[src/rtl/rom_sum_pkg.sv]
package rom_sum_pkg;
  typedef struct packed {
    logic clrAddr;
    logic clrAcc;
    logic incAddr;
    logic issue;
  } dpStrobe_t;

  typedef enum logic [1:0] {
    ST_IDLE,
    ST_SCAN,
    ST_READ,
    ST_DRAIN
  } ctrlState_t;
endpackage

[src/rtl/rom_sum_dp.sv]
module rom_sum_dp
  import rom_sum_pkg::*;
#(
  parameter int DEV_BYTES = 2048,
  parameter int BLK_BYTES = 512,
  localparam int ADDR_W = $clog2(DEV_BYTES),
  localparam int BLK_W = $clog2(BLK_BYTES)
) (
  input  logic              clk,
  input  logic              rstN,
  input  dpStrobe_t         stb,
  output logic              memRe,
  output logic [ADDR_W-1:0] memAddr,
  input  logic [7:0]        memData,
  output logic              lastAddr,
  output logic              blkBad
);
  logic [ADDR_W-1:0] addrQ;
  logic              vldQ;
  logic              endQ;
  logic [7:0]        accQ;
  logic [7:0]        sumNow;

  // address counter
  always_ff @(posedge clk) begin
    if (!rstN || stb.clrAddr) addrQ <= '0;
    else if (stb.incAddr)     addrQ <= addrQ + 1'b1;
  end

  assign memRe    = stb.issue;
  assign memAddr  = addrQ;
  assign lastAddr = (addrQ == ADDR_W'(DEV_BYTES - 1));

  // pipeline that tracks the one-cycle read latency
  always_ff @(posedge clk) begin
    if (!rstN) begin
      vldQ <= 1'b0;
      endQ <= 1'b0;
    end else begin
      vldQ <= stb.issue;
      endQ <= stb.issue && (&addrQ[BLK_W-1:0]);
    end
  end

  assign sumNow = accQ + memData;
  assign blkBad = vldQ && endQ && (sumNow != 8'h00);

  // accumulator, restarted at every block boundary
  always_ff @(posedge clk) begin
    if (!rstN || stb.clrAcc) accQ <= 8'h00;
    else if (vldQ)           accQ <= endQ ? 8'h00 : sumNow;
  end

  p_acc_restart_r3: assert property (@(posedge clk) disable iff (!rstN)
    (vldQ && endQ) |=> (accQ == 8'h00));

  p_addr_step_r2: assert property (@(posedge clk) disable iff (!rstN)
    (stb.issue && addrQ != '0) |-> ($past(stb.issue) && addrQ == $past(addrQ) + 1'b1));

  p_data_align_r9: assert property (@(posedge clk) disable iff (!rstN)
    vldQ |-> $past(memRe));
endmodule

[src/rtl/rom_sum_ctrl.sv]
module rom_sum_ctrl
  import rom_sum_pkg::*;
#(
  parameter int NUM_DEV = 6,
  localparam int IDX_W = (NUM_DEV > 1) ? $clog2(NUM_DEV) : 1
) (
  input  logic               clk,
  input  logic               rstN,
  input  logic               start,
  input  logic [NUM_DEV-1:0] devMask,
  input  logic               lastAddr,
  input  logic               blkBad,
  output dpStrobe_t          stb,
  output logic [IDX_W-1:0]   devIdx,
  output logic               done,
  output logic               pass,
  output logic               fail,
  output logic [IDX_W-1:0]   failDev
);
  ctrlState_t         stateQ;
  logic [NUM_DEV-1:0] maskQ;
  logic [IDX_W:0]     scanPtr;
  logic               nextFound;
  logic [IDX_W-1:0]   nextDev;

  // lowest installed device at or above the scan pointer
  always_comb begin
    nextFound = 1'b0;
    nextDev   = '0;
    for (int i = NUM_DEV - 1; i >= 0; i--) begin
      if (maskQ[i] && (i >= int'(scanPtr))) begin
        nextFound = 1'b1;
        nextDev   = IDX_W'(i);
      end
    end
  end

  always_comb begin
    stb = '0;
    case (stateQ)
      ST_SCAN: begin
        stb.clrAddr = 1'b1;
        stb.clrAcc  = 1'b1;
      end
      ST_READ: begin
        stb.issue   = !blkBad;
        stb.incAddr = !blkBad && !lastAddr;
      end
      default: ;
    endcase
  end

  always_ff @(posedge clk) begin
    if (!rstN) begin
      stateQ  <= ST_IDLE;
      maskQ   <= '0;
      scanPtr <= '0;
      devIdx  <= '0;
      done    <= 1'b0;
      pass    <= 1'b0;
      fail    <= 1'b0;
      failDev <= '0;
    end else begin
      case (stateQ)
        ST_IDLE: if (start) begin
          maskQ   <= devMask;
          scanPtr <= '0;
          done    <= 1'b0;
          pass    <= 1'b0;
          fail    <= 1'b0;
          failDev <= '0;
          stateQ  <= ST_SCAN;
        end
        ST_SCAN: begin
          if (nextFound) begin
            devIdx <= nextDev;
            stateQ <= ST_READ;
          end else begin
            done   <= 1'b1;
            pass   <= 1'b1;
            stateQ <= ST_IDLE;
          end
        end
        ST_READ: begin
          if (blkBad) begin
            done    <= 1'b1;
            fail    <= 1'b1;
            failDev <= devIdx;
            stateQ  <= ST_IDLE;
          end else if (lastAddr) begin
            stateQ <= ST_DRAIN;
          end
        end
        ST_DRAIN: begin
          if (blkBad) begin
            done    <= 1'b1;
            fail    <= 1'b1;
            failDev <= devIdx;
            stateQ  <= ST_IDLE;
          end else begin
            scanPtr <= (IDX_W+1)'(devIdx) + (IDX_W+1)'(1);
            stateQ  <= ST_SCAN;
          end
        end
        default: stateQ <= ST_IDLE;
      endcase
    end
  end

  p_one_result_r10: assert property (@(posedge clk) disable iff (!rstN)
    done |-> $onehot({pass, fail}));

  p_hold_result_r8: assert property (@(posedge clk) disable iff (!rstN)
    (done && !start) |=> (done && $stable(fail) && $stable(pass) && $stable(failDev)));

  p_quiet_after_r5: assert property (@(posedge clk) disable iff (!rstN)
    done |-> !stb.issue);

  p_fail_cause_r4: assert property (@(posedge clk) disable iff (!rstN)
    $rose(fail) |-> $past(blkBad));

  p_installed_only_r2: assert property (@(posedge clk) disable iff (!rstN)
    stb.issue |-> maskQ[devIdx]);
endmodule

[src/rtl/rom_sum_verifier.sv]
module rom_sum_verifier
  import rom_sum_pkg::*;
#(
  parameter int NUM_DEV = 6,
  parameter int DEV_BYTES = 2048,
  parameter int BLK_BYTES = 512,
  localparam int IDX_W = (NUM_DEV > 1) ? $clog2(NUM_DEV) : 1,
  localparam int ADDR_W = $clog2(DEV_BYTES)
) (
  input  logic               clk,
  input  logic               rstN,
  input  logic               start,
  input  logic [NUM_DEV-1:0] devMask,
  output logic               memRe,
  output logic [IDX_W-1:0]   memDev,
  output logic [ADDR_W-1:0]  memAddr,
  input  logic [7:0]         memData,
  output logic               done,
  output logic               pass,
  output logic               fail,
  output logic [IDX_W-1:0]   failDev
);
  dpStrobe_t stb;
  logic      lastAddr;
  logic      blkBad;

  rom_sum_ctrl #(.NUM_DEV(NUM_DEV)) u_ctrl (
    .clk(clk), .rstN(rstN), .start(start), .devMask(devMask),
    .lastAddr(lastAddr), .blkBad(blkBad), .stb(stb), .devIdx(memDev),
    .done(done), .pass(pass), .fail(fail), .failDev(failDev)
  );

  rom_sum_dp #(.DEV_BYTES(DEV_BYTES), .BLK_BYTES(BLK_BYTES)) u_dp (
    .clk(clk), .rstN(rstN), .stb(stb), .memRe(memRe), .memAddr(memAddr),
    .memData(memData), .lastAddr(lastAddr), .blkBad(blkBad)
  );

  p_reset_quiet_r1: assert property (@(posedge clk)
    $past(!rstN) |-> (!done && !pass && !fail && !memRe));
endmodule

[config.mk]
export PLATFORM = sky130hd
export DESIGN_NAME = rom_sum_verifier
export DESIGN_NICKNAME = d
export VERILOG_FILES = /design/src/rtl/rom_sum_pkg.sv /design/src/rtl/rom_sum_dp.sv /design/src/rtl/rom_sum_ctrl.sv /design/src/rtl/rom_sum_verifier.sv
export SDC_FILE = /design/constraint.sdc
export NUM_CORES = 1
export LEC_CHECK = 0
export BUFFER_PORTS_ARGS = -buffer_cell sky130_fd_sc_hd__buf_2
export CAP_MARGIN = 20
export CORE_MARGIN = 2
export CORE_UTILIZATION = 50
export DETAILED_ROUTE_END_ITERATION = 6
export PLACE_DENSITY_LB_ADDON = 0.2
export SYNTH_ARGS = -nofsm -noshare
export SYNTH_HDL_FRONTEND = slang
export SYNTH_HIERARCHICAL = 1
export SYNTH_SLANG_ARGS = --single-unit
[constraint.sdc]
create_clock -name clk -period 7.55 [get_ports clk]
set_clock_uncertainty 0.15 [all_clocks]
set_input_delay 0.3775 -clock clk [delete_from_list [all_inputs] [get_ports clk]]
set_output_delay 0.3775 -clock clk [all_outputs]
set_load 0.02 [all_outputs]
==> results of run 1 <==
cells in the final DEF (no fill, tap or decap), types with 2 or more instances in the layout:
master	Yosys	layout
mux2i_1	4	4
nor2_1	20	20
buf_2	3	37
nand4_1	5	5
inv_1	6	6
xor2_1	7	7
nand2b_1	9	9
nand3_2	2	2
inv_2	2	2
xnor2_1	3	3
a21oi_1	32	32
nand3b_1	3	3
o21a_1	2	2
a31oi_1	4	4
and3_1	2	2
clkinv_2	0	2
o21ai_0	11	11
clkbuf_8	0	5
dfxtp_1	42	42
or3_1	6	6
nor2b_1	10	10
a21oi_2	2	2
o211ai_1	2	2
a221oi_1	2	2
a22oi_1	2	2
ha_1	10	10
o21ai_1	4	4
nand3_1	12	12
nor2_2	2	2
and2_1	2	2
nand2_1	21	21
nor3_1	4	4
layer usage:
| layer | up-vias | wire length, µm | global-route usage [%] |
|---|---|---|---|
| li1 | 983 | - | - |
| met1 | 874 | 2280 | 26.95 |
| met2 | 46 | 1877 | 28.83 |
| met3 | 10 | 260 | 5.483 |
| met4 | 0 | 73 | 8.120 |
| met5 | - | 0 | 0 |
through the flow:
stage,total power [mW],instances
final,0.4676,345
after CTS,0.4738,345
after global placement,0.2958,337
after global routing,0.4904,345
after detailed placement,0.2966,337
after floorplan,0.2834,258
worst min-delay path by stage:
stage | endpoint | slack, ns
after floorplan | u_ctrl/maskQ[0] | 0.28
after global placement | u_ctrl/fail | 0.29
after detailed placement | u_ctrl/fail | 0.30
after CTS | u_ctrl/maskQ[0] | 0.15
after global routing | u_ctrl/maskQ[3] | 0.15
final | u_ctrl/maskQ[0] | 0.16
layout make-up:
class                      count  area (µm²)  share of cell area (%)
tap                           52       65.06                   2.601
timing repair buffer          37       185.2                   7.404
inverter                       8       30.03                   1.201
sequential                    42       840.8                   33.62
clock buffer                   5       68.82                   2.751
clock inverter                 3       40.04                   1.601
multi-input combinational    198        1271                   50.83
kinds of logic after synthesis:
| kind of cell | after synthesis | synth area share (%) |
|---|---|---|
| multiplexers | 4 | 1.821 |
| flip-flops | 42 | 38.25 |
| AND/OR/NAND/NOR | 103 | 25.27 |
| buffers and inverters | 18 | 3.927 |
| adder cells (fa/ha/maj) | 11 | 6.602 |
| AO/OA/AOI/OAI | 70 | 20.15 |
| XOR/XNOR | 10 | 3.984 |
power groups by stage:
stage                     combinational (mW)  sequential [mW]  clock [mW]
after floorplan                       0.0450            0.238           0
after global placement                0.0560            0.240           0
after detailed placement              0.0567            0.240           0
after CTS                             0.0570            0.235       0.182
after global routing                  0.0641            0.236       0.190
final                                 0.0570            0.235       0.176
critical path, stage by stage (launching register included):
cell and delay, ns:
dfxtp_1 0.32, ha_1 0.21, fa_1 0.41, xor2_1 0.18, or3_1 0.32, nor4_2 0.29
a21oi_2 0.15, nand2b_1 0.19, nor3_1 0.71, nand4_1 0.44, or3_1 0.44, a21oi_1 0.15
flip-flops by register name, summed over array words and instances, names as in the netlist:
signal,count
u_dp/memAddr,11
u_dp/vldQ,1
u_ctrl/stateQ,2
u_ctrl/fail,1
u_ctrl/failDev,3
u_dp/accQ,8
u_ctrl/pass,1
u_ctrl/maskQ,6
u_ctrl/done,1
u_dp/endQ,1
u_ctrl/devIdx,3
u_ctrl/scanPtr,4
==> results_dict.tcl, run 1 <==
set metrics [dict create \
    arrival_ns 4.11 \
    synth_most_common_cell "dfxtp_1" \
    dp_hpwl_mm 3.299 \
    path_clk_slew_ns 0.08 \
    fin_area_um2 2501 \
    yosysWarnings 6 \
    pwr-share-comb_pct 12.2 \
    power_switching_uw 119.9 \
    rows 24 \
    post_cts_resized 0 \
    ys_async_sr_fraction_pct 0 \
    post-cts-setup-buffers 0 \
    drtIter0Drc 132 \
    drv_cap 0 \
    slew_headroom_pct 39.75 \
    final-hold-violation-count 0 \
    holdWs_ns 0.1639 \
    vdd_drop_max_mv 0.08703 \
    die_x_um 70.31 \
    fp.dieH_um 70.31 \
    routed_via_density 5.545 \
    numPortBuffers 37 \
    drv_slew 0 \
    place_congestion 0.7917 \
    clock-root-buffer "clkbuf_8" \
    io_pins 38 \
    synth_cells 258 \
    fmax_mhz 247.5 \
    fin_ws_ns 3.509 \
    finalNetCount 320 \
    route.detailed.drc 0 \
    antenna_cells 0 \
    synth_fp_nets 286 \
    fillers 397 \
    leakagePower_nw 1.033 \
    worst_pin_slew_ns 0.8968 \
    vias 1913 \
    track_usage_pct 19.62 \
    layout_min_cycle_time_ns 4.041 \
    p_sw_share_pct 25.63 \
    rsz0062_at_grt "false" \
    required_ns 7.62 \
    criticalPathCategory "flip-flop to flip-flop" \
    antenna_left 0 \
    yosysUniqueCellTypes 48 \
    syn_avg_cell_area_um2 8.521 \
    finalSetupTns_ns 0 \
    syn-cell-area_um2 2198 \
    grt_pass1_wl_mm 7.783 \
    dr.pass1.iters 4 \
    placed_area_um2 2392 \
    synth_edf_count 0 \
    holdPathStages 3 \
    cts_tree "done" \
    power.share.sequential_pct 50.2 \
    dp_slack_ns 3.432 \
    worstSetupStartpoint "u_dp/accQ[0]" \
    p_int_uw 347.7 \
    ys_seq_elements 42 \
    start_util_pct 51.19 \
    ys.flop_type "dfxtp_1" \
    hold_class "primary input to flip-flop" \
    grt_max_degree 20 \
    wl_per_cell_um 13.02 \
    dieArea_um2 4943 \
    setup_violations 0 \
    r2r_end "u_dp/memAddr[7]" \
    regToRegSetupSlack_ns 3.51 \
    yosysSeqAreaShare_pct 38.25 \
    postCtsHoldBufs 0 \
    drive_gt1_share_pct 21.16 \
    wirelength_mm 4.492 \
    grt_pass1_vias 1718 \
    yosysTopAreaCellShare_pct 38.25 \
    cts_num_sinks 42 \
    cts_buffers 5 \
    status "completed" \
    postLayoutCoreUtil_pct 58.25 \
    cts_htree_levels 2 \
    coreArea_um2 4294 \
    r2r_start "u_dp/accQ[0]" \
    startpoint_type "flip-flop" \
    pwr-share-clk_pct 37.6 \
    crit_fanout 7 \
    end_kind "flip-flop" \
    synth_area_leaders "dfxtp_1 (38%), a21oi_1 (7.3%), ha_1 (5.7%)" \
    power.density_nw_per_um2 186.9 \
    hold_start "devMask[0]" \
    cts_buffer_depth 2 \
    synthTopCellsByCount "dfxtp_1 (42), a21oi_1 (32), nand2_1 (21)" \
    synth_top_area_cell "dfxtp_1" \
    antenna_found_initial 0 \
    setup.worst_path.end "u_dp/memAddr[7]" \
    overflow 0 \
    area_growth_pct 13.77 \
    r2r_cells 11 \
    clock_latency_ns 0.30 \
    finalCritPeriodShare_pct 53.52 \
]
Note: power is estimated with default switching activity, not from simulation.
==> run 2: changes to the inputs <==
Clock period 7.55 ns to 3.8 ns, I/O delays scaled along.
==> run 2 against run 1 <==
Critical endpoint is now u_dp/memAddr[9]. Largest cell class unchanged. Final area rose by 2.0%. Via count up 1.5%. Utilization up 1.2 points. Register-to-register slack got worse by 3.1 ns. Total power increased by 87%. Wire length decreased by 0.11%. Hold slack worse by 0.12 ns. Sequential share of layout area fell by 0.66 points. Maximum frequency rose by 19%. Combinational power is 110% higher.
==> results_dict.tcl, run 2 (synthesis gave the netlist of run 1 again) <==
set metrics [dict create \
    slowest_stage "fa_1" \
    drv_cap 0 \
    wirelength_mm 4.487 \
    arrival_ns 3.45 \
    cp_top_family "simple AND/OR/NAND/NOR gates" \
    placed_area_um2 2400 \
    numPortBuffers 37 \
    end_kind "flip-flop" \
    required_ns 3.87 \
    dp_hpwl_mm 3.305 \
    drive_gt1_share_pct 20.67 \
    drv_slew 0 \
    vdd_drop_max_mv 0.1919 \
    status "completed" \
    overflow 0 \
    io_pins 38 \
    start_util_pct 51.19 \
    path_common_cell "or3_1" \
    grt_pass1_vias 1743 \
    grt_pass1_wl_mm 7.617 \
    area_growth_pct 16.05 \
    final_common_cell "dfxtp_1" \
    path_clk_slew_ns 0.08 \
    power.total_uw 876.6 \
    setup_violations 0 \
    cts_tree "done" \
    startpoint_type "flip-flop" \
    vias 1941 \
    hold_class "primary input to flip-flop" \
    cp_num_buf_inv 1 \
    antenna_cells 0 \
    antenna_found_initial 0 \
    worst_pin_slew_ns 0.4417 \
    finalNetCount 327 \
    die_x_um 70.31 \
    rows 24 \
    wl_per_cell_um 12.75 \
    coreArea_um2 4294 \
    drtIter0Drc 102 \
    criticalPathCategory "flip-flop to flip-flop" \
    cts_buffers 5 \
    finalSetupTns_ns 0 \
    rsz0062_at_grt "false" \
    slew_headroom_pct 70.55 \
    cts_htree_levels 2 \
    worstPathCellList "ha_1 > fa_1 > xor2_1 > or3_1 > nor4_2 > a21oi_2 > nand2b_1 > nor3_1 > buf_4 > nand4_1 > or3_1 > a21oi_1" \
    cts_buffer_depth 2 \
    fin_area_um2 2551 \
    fmax_mhz 295.1 \
    final-hold-violation-count 0 \
    route.detailed.drc 0 \
    dr.pass1.iters 5 \
    post-cts-setup-buffers 0 \
    place_congestion 0.8062 \
    largest_reg_flops 11 \
    antenna_left 0 \
    final_cell_mix "dfxtp_1 (42), buf_2 (37), a21oi_1 (32), nand2_1 (21), nor2_1 (20)" \
    clock-root-buffer "clkbuf_8" \
    layout_min_cycle_time_ns 3.389 \
    grt_max_degree 20 \
    finalCritPeriodShare_pct 89.17 \
    power.density_nw_per_um2 343.6 \
    clock_latency_ns 0.29 \
    crit_fanout 7 \
    slowest_delay_ns 0.41 \
    cts_num_sinks 42 \
    leakagePower_nw 1.054 \
    dieArea_um2 4943 \
    track_usage_pct 18.72 \
    fp.dieH_um 70.31 \
    routed_via_density 5.514 \
]
run 2: final cells by class:
class                   count  area, µm²
fillers                   405       1743
multi-input cells         198       1271
flip-flops and latches     42      840.8
repair buffers             44      252.7
clock buffers               7      86.33
well taps                  52      65.06
inverters                   8      30.03
clock inverters             1      5.005
run 2: path summary, 6_finish.rpt:
kind                      endpoint    startpoint  cells after the start  slack (ns)
setup / recovery   u_dp/memAddr[9]  u_dp/accQ[0]                     12        0.41
hold / removal    u_ctrl/stateQ[1]          rstN                      2        0.04
setup reg to reg   u_dp/memAddr[9]  u_dp/accQ[0]                     12        0.41
hold reg to reg        u_ctrl/fail   u_ctrl/fail                      2        0.31
run 2: metal layers:
layer,part of all wire (%),up-vias,global-route usage [%]
met3,5.2,6,4.185
li1,-,998,-
met4,1.2,0,5.983
met5,0,-,0
met2,43,59,29.35
met1,50,878,25.51
run 2: power by group:
part,switching [mW],internal (mW)
clock network,0.144,0.147
registers,0.0145,0.452
logic,0.0688,0.0505
run 2: stage by stage:
| stage | worst slack, ns | instances | hold WS, ns | utilization, % |
|---|---|---|---|---|
| finish | 0.4114 | 352 | 0.04222 | 59.41 |
| global route | 0.1391 | 352 | 0.04345 | 59.41 |
| CTS | 0.4129 | 352 | 0.03998 | 59.41 |
| detailed placement | 0.4386 | 338 | 0.2877 | 55.89 |
| global placement | 0.5271 | 338 | 0.2805 | 55.89 |
| floorplan | 0.6925 | 258 | 0.1576 | - |
run 2: repair_timing:
| item | CTS | global route |
|---|---|---|
| endpoints found under the hold margin | 6 | 0 |
| resized for setup | 0 | 0 |
| hold buffers | 6 | 0 |
==> run 3: changes to the inputs <==
Settings changed: ABC_CLOCK_PERIOD_IN_PS set to 3800, CORE_MARGIN 2 to 5, CTS_BUF_LIST set to sky130_fd_sc_hd__clkbuf_8.
==> run 3 against run 2 <==
Hold slack got worse by 0.0013 ns. Combinational power about the same. Total power decreased by 0.92%. Sequential power barely moved. Worst setup slack got worse by 0.011 ns. Clock power shrank 3%. Register-to-register slack barely moved. First-iteration DRC count is 14% lower. Final cell count is the same.
==> results_dict.tcl, run 3 (synthesis gave the netlist of run 1 again) <==
set metrics [dict create \
    antenna_cells 0 \
    holdWs_ns 0.04091 \
    dp_hpwl_mm 3.379 \
    leakagePower_nw 1.050 \
    power.share.sequential_pct 53.7 \
    slew_headroom_pct 71.17 \
    finalCritPeriodShare_pct 89.45 \
    antenna_left 0 \
    fp.dieH_um 76.31 \
    cts_num_sinks 42 \
    pwr-share-comb_pct 13.6 \
    crit_fanout 7 \
    cts_buffer_depth 2 \
    rsz0062_at_grt "false" \
    met1_usage_pct 21.43 \
    dr.pass1.iters 4 \
    min_to "u_ctrl/stateQ[1]" \
    wl_per_cell_um 12.80 \
    hold_start "rstN" \
    drive_gt1_share_pct 21.00 \
    power_switching_uw 237.3 \
    grt_most_used_layer "met2" \
    holdPathStages 2 \
    fillers 405 \
    routed_via_density 5.429 \
    pwr-share-clk_pct 32.6 \
    final_cell_mix "dfxtp_1 (42), buf_2 (37), a21oi_1 (32), nand2_1 (21), nor2_1 (20)" \
    drv_slew 0 \
    drv_cap 0 \
    drtIter0Drc 88 \
    cts_tree "done" \
    regToRegSetupSlack_ns 0.40 \
    path_clk_slew_ns 0.08 \
    grt_pass1_vias 1749 \
    end_kind "flip-flop" \
    coreArea_um2 4324 \
    wirelength_mm 4.504 \
    vdd_drop_max_mv 0.2421 \
    clock-root-buffer "clkbuf_8" \
    p_sw_share_pct 27.31 \
    worst_pin_slew_ns 0.4325 \
    overflow 0 \
    antenna_found_initial 0 \
    startpoint_type "flip-flop" \
    status "completed" \
    hold_class "primary input to flip-flop" \
    largest_reg_flops 11 \
    dieArea_um2 5822 \
    place_congestion 0.8228 \
    cts_htree_levels 2 \
    area_growth_pct 15.99 \
    final_common_cell "dfxtp_1" \
    rows 24 \
    r2r_end "u_dp/memAddr[5]" \
    criticalPathCategory "flip-flop to flip-flop" \
    post-cts-setup-buffers 0 \
    fmax_mhz 294.2 \
    r2r_cells 12 \
    track_usage_pct 16.05 \
    p_int_uw 631.3 \
    grt_max_degree 20 \
    power.density_nw_per_um2 340.6 \
    vias 1911 \
    start_util_pct 50.84 \
    finalSetupTns_ns 0 \
    required_ns 3.87 \
    cts_buffers 5 \
    clock_latency_ns 0.30 \
    route.detailed.drc 0 \
    grt_pass1_wl_mm 7.900 \
    final-hold-violation-count 0 \
    arrival_ns 3.47 \
    setup_violations 0 \
    die_x_um 76.31 \
    numPortBuffers 37 \
    use_met3_pct 4.728 \
    met2_usage_pct 24.74 \
    finalNetCount 327 \
    r2r_start "u_dp/accQ[0]" \
    layout_min_cycle_time_ns 3.399 \
    io_pins 38 \
]
[run 3: critical path: stages, from the launching register on]
cell and delay [ns]:
dfxtp_1 0.32, ha_1 0.21, fa_1 0.42, xor2_1 0.18, or3_1 0.33, nor4_2 0.29, a21oi_2 0.15, nand2b_1 0.19
nor3_1 0.14, buf_4 0.19, nand4_1 0.22, or3_1 0.38, a21oi_1 0.14
[run 3: area by class of cell]
| cell class | count | area [µm²] | share of cell area [%] |
|---|---|---|---|
| clock buffers | 5 | 68.82 | 2.699 |
| clock inverters | 3 | 21.27 | 0.8341 |
| inverters | 8 | 30.03 | 1.178 |
| multi-input cells | 198 | 1271 | 49.85 |
| flip-flops and latches | 42 | 840.8 | 32.97 |
| well taps | 52 | 65.06 | 2.552 |
| repair buffers | 44 | 252.7 | 9.912 |
[run 3: routing by layer]
layer / part of all wire [%] / vias to the layer above
met2: 44 / 47
met5: 0 / -
met1: 49 / 855
li1: - / 1001
met3: 5.5 / 8
met4: 1.4 / 0
[run 3: worst max path at each step]
stage	startpoint	to	slack, ns	cells after the start
finish	u_dp/accQ[0]	u_dp/memAddr[5]	0.40	12
global route	u_dp/accQ[0]	u_dp/memAddr[5]	0.19	12
CTS	u_dp/accQ[0]	u_dp/memAddr[5]	0.39	12
detailed placement	memData[0]	u_dp/memAddr[5]	0.40	13
global placement	memData[0]	u_dp/memAddr[7]	0.52	13
floorplan	u_dp/accQ[0]	u_dp/memAddr[6]	0.69	12
[run 3: stage by stage]
stage	cells	instance area [µm²]	power, mW	util [%]	worst slack, ns
final	352	2550	0.8686	58.97	0.4007
after detailed placement	338	2400	0.5905	55.50	0.4030
after floorplan	258	2198	0.5631	-	0.6925
after CTS	352	2550	0.8813	58.97	0.3855
after global routing	352	2550	0.9152	58.97	0.1942
after global placement	338	2400	0.5892	55.50	0.5155
[run 3: repair_timing]
item | 4_1_cts | 5_1_grt
gates resized for setup | 0 | 0
hold endpoints to repair | 6 | 0
hold buffers | 6 | 0
[run 3: power by group through the flow]
stage	Sequential [mW]	Clock, mW	Combinational [mW]
finish	0.467	0.283	0.119
detailed placement	0.477	0	0.114
CTS	0.467	0.296	0.119
global route	0.469	0.313	0.134
floorplan	0.474	0	0.0895
global placement	0.477	0	0.113
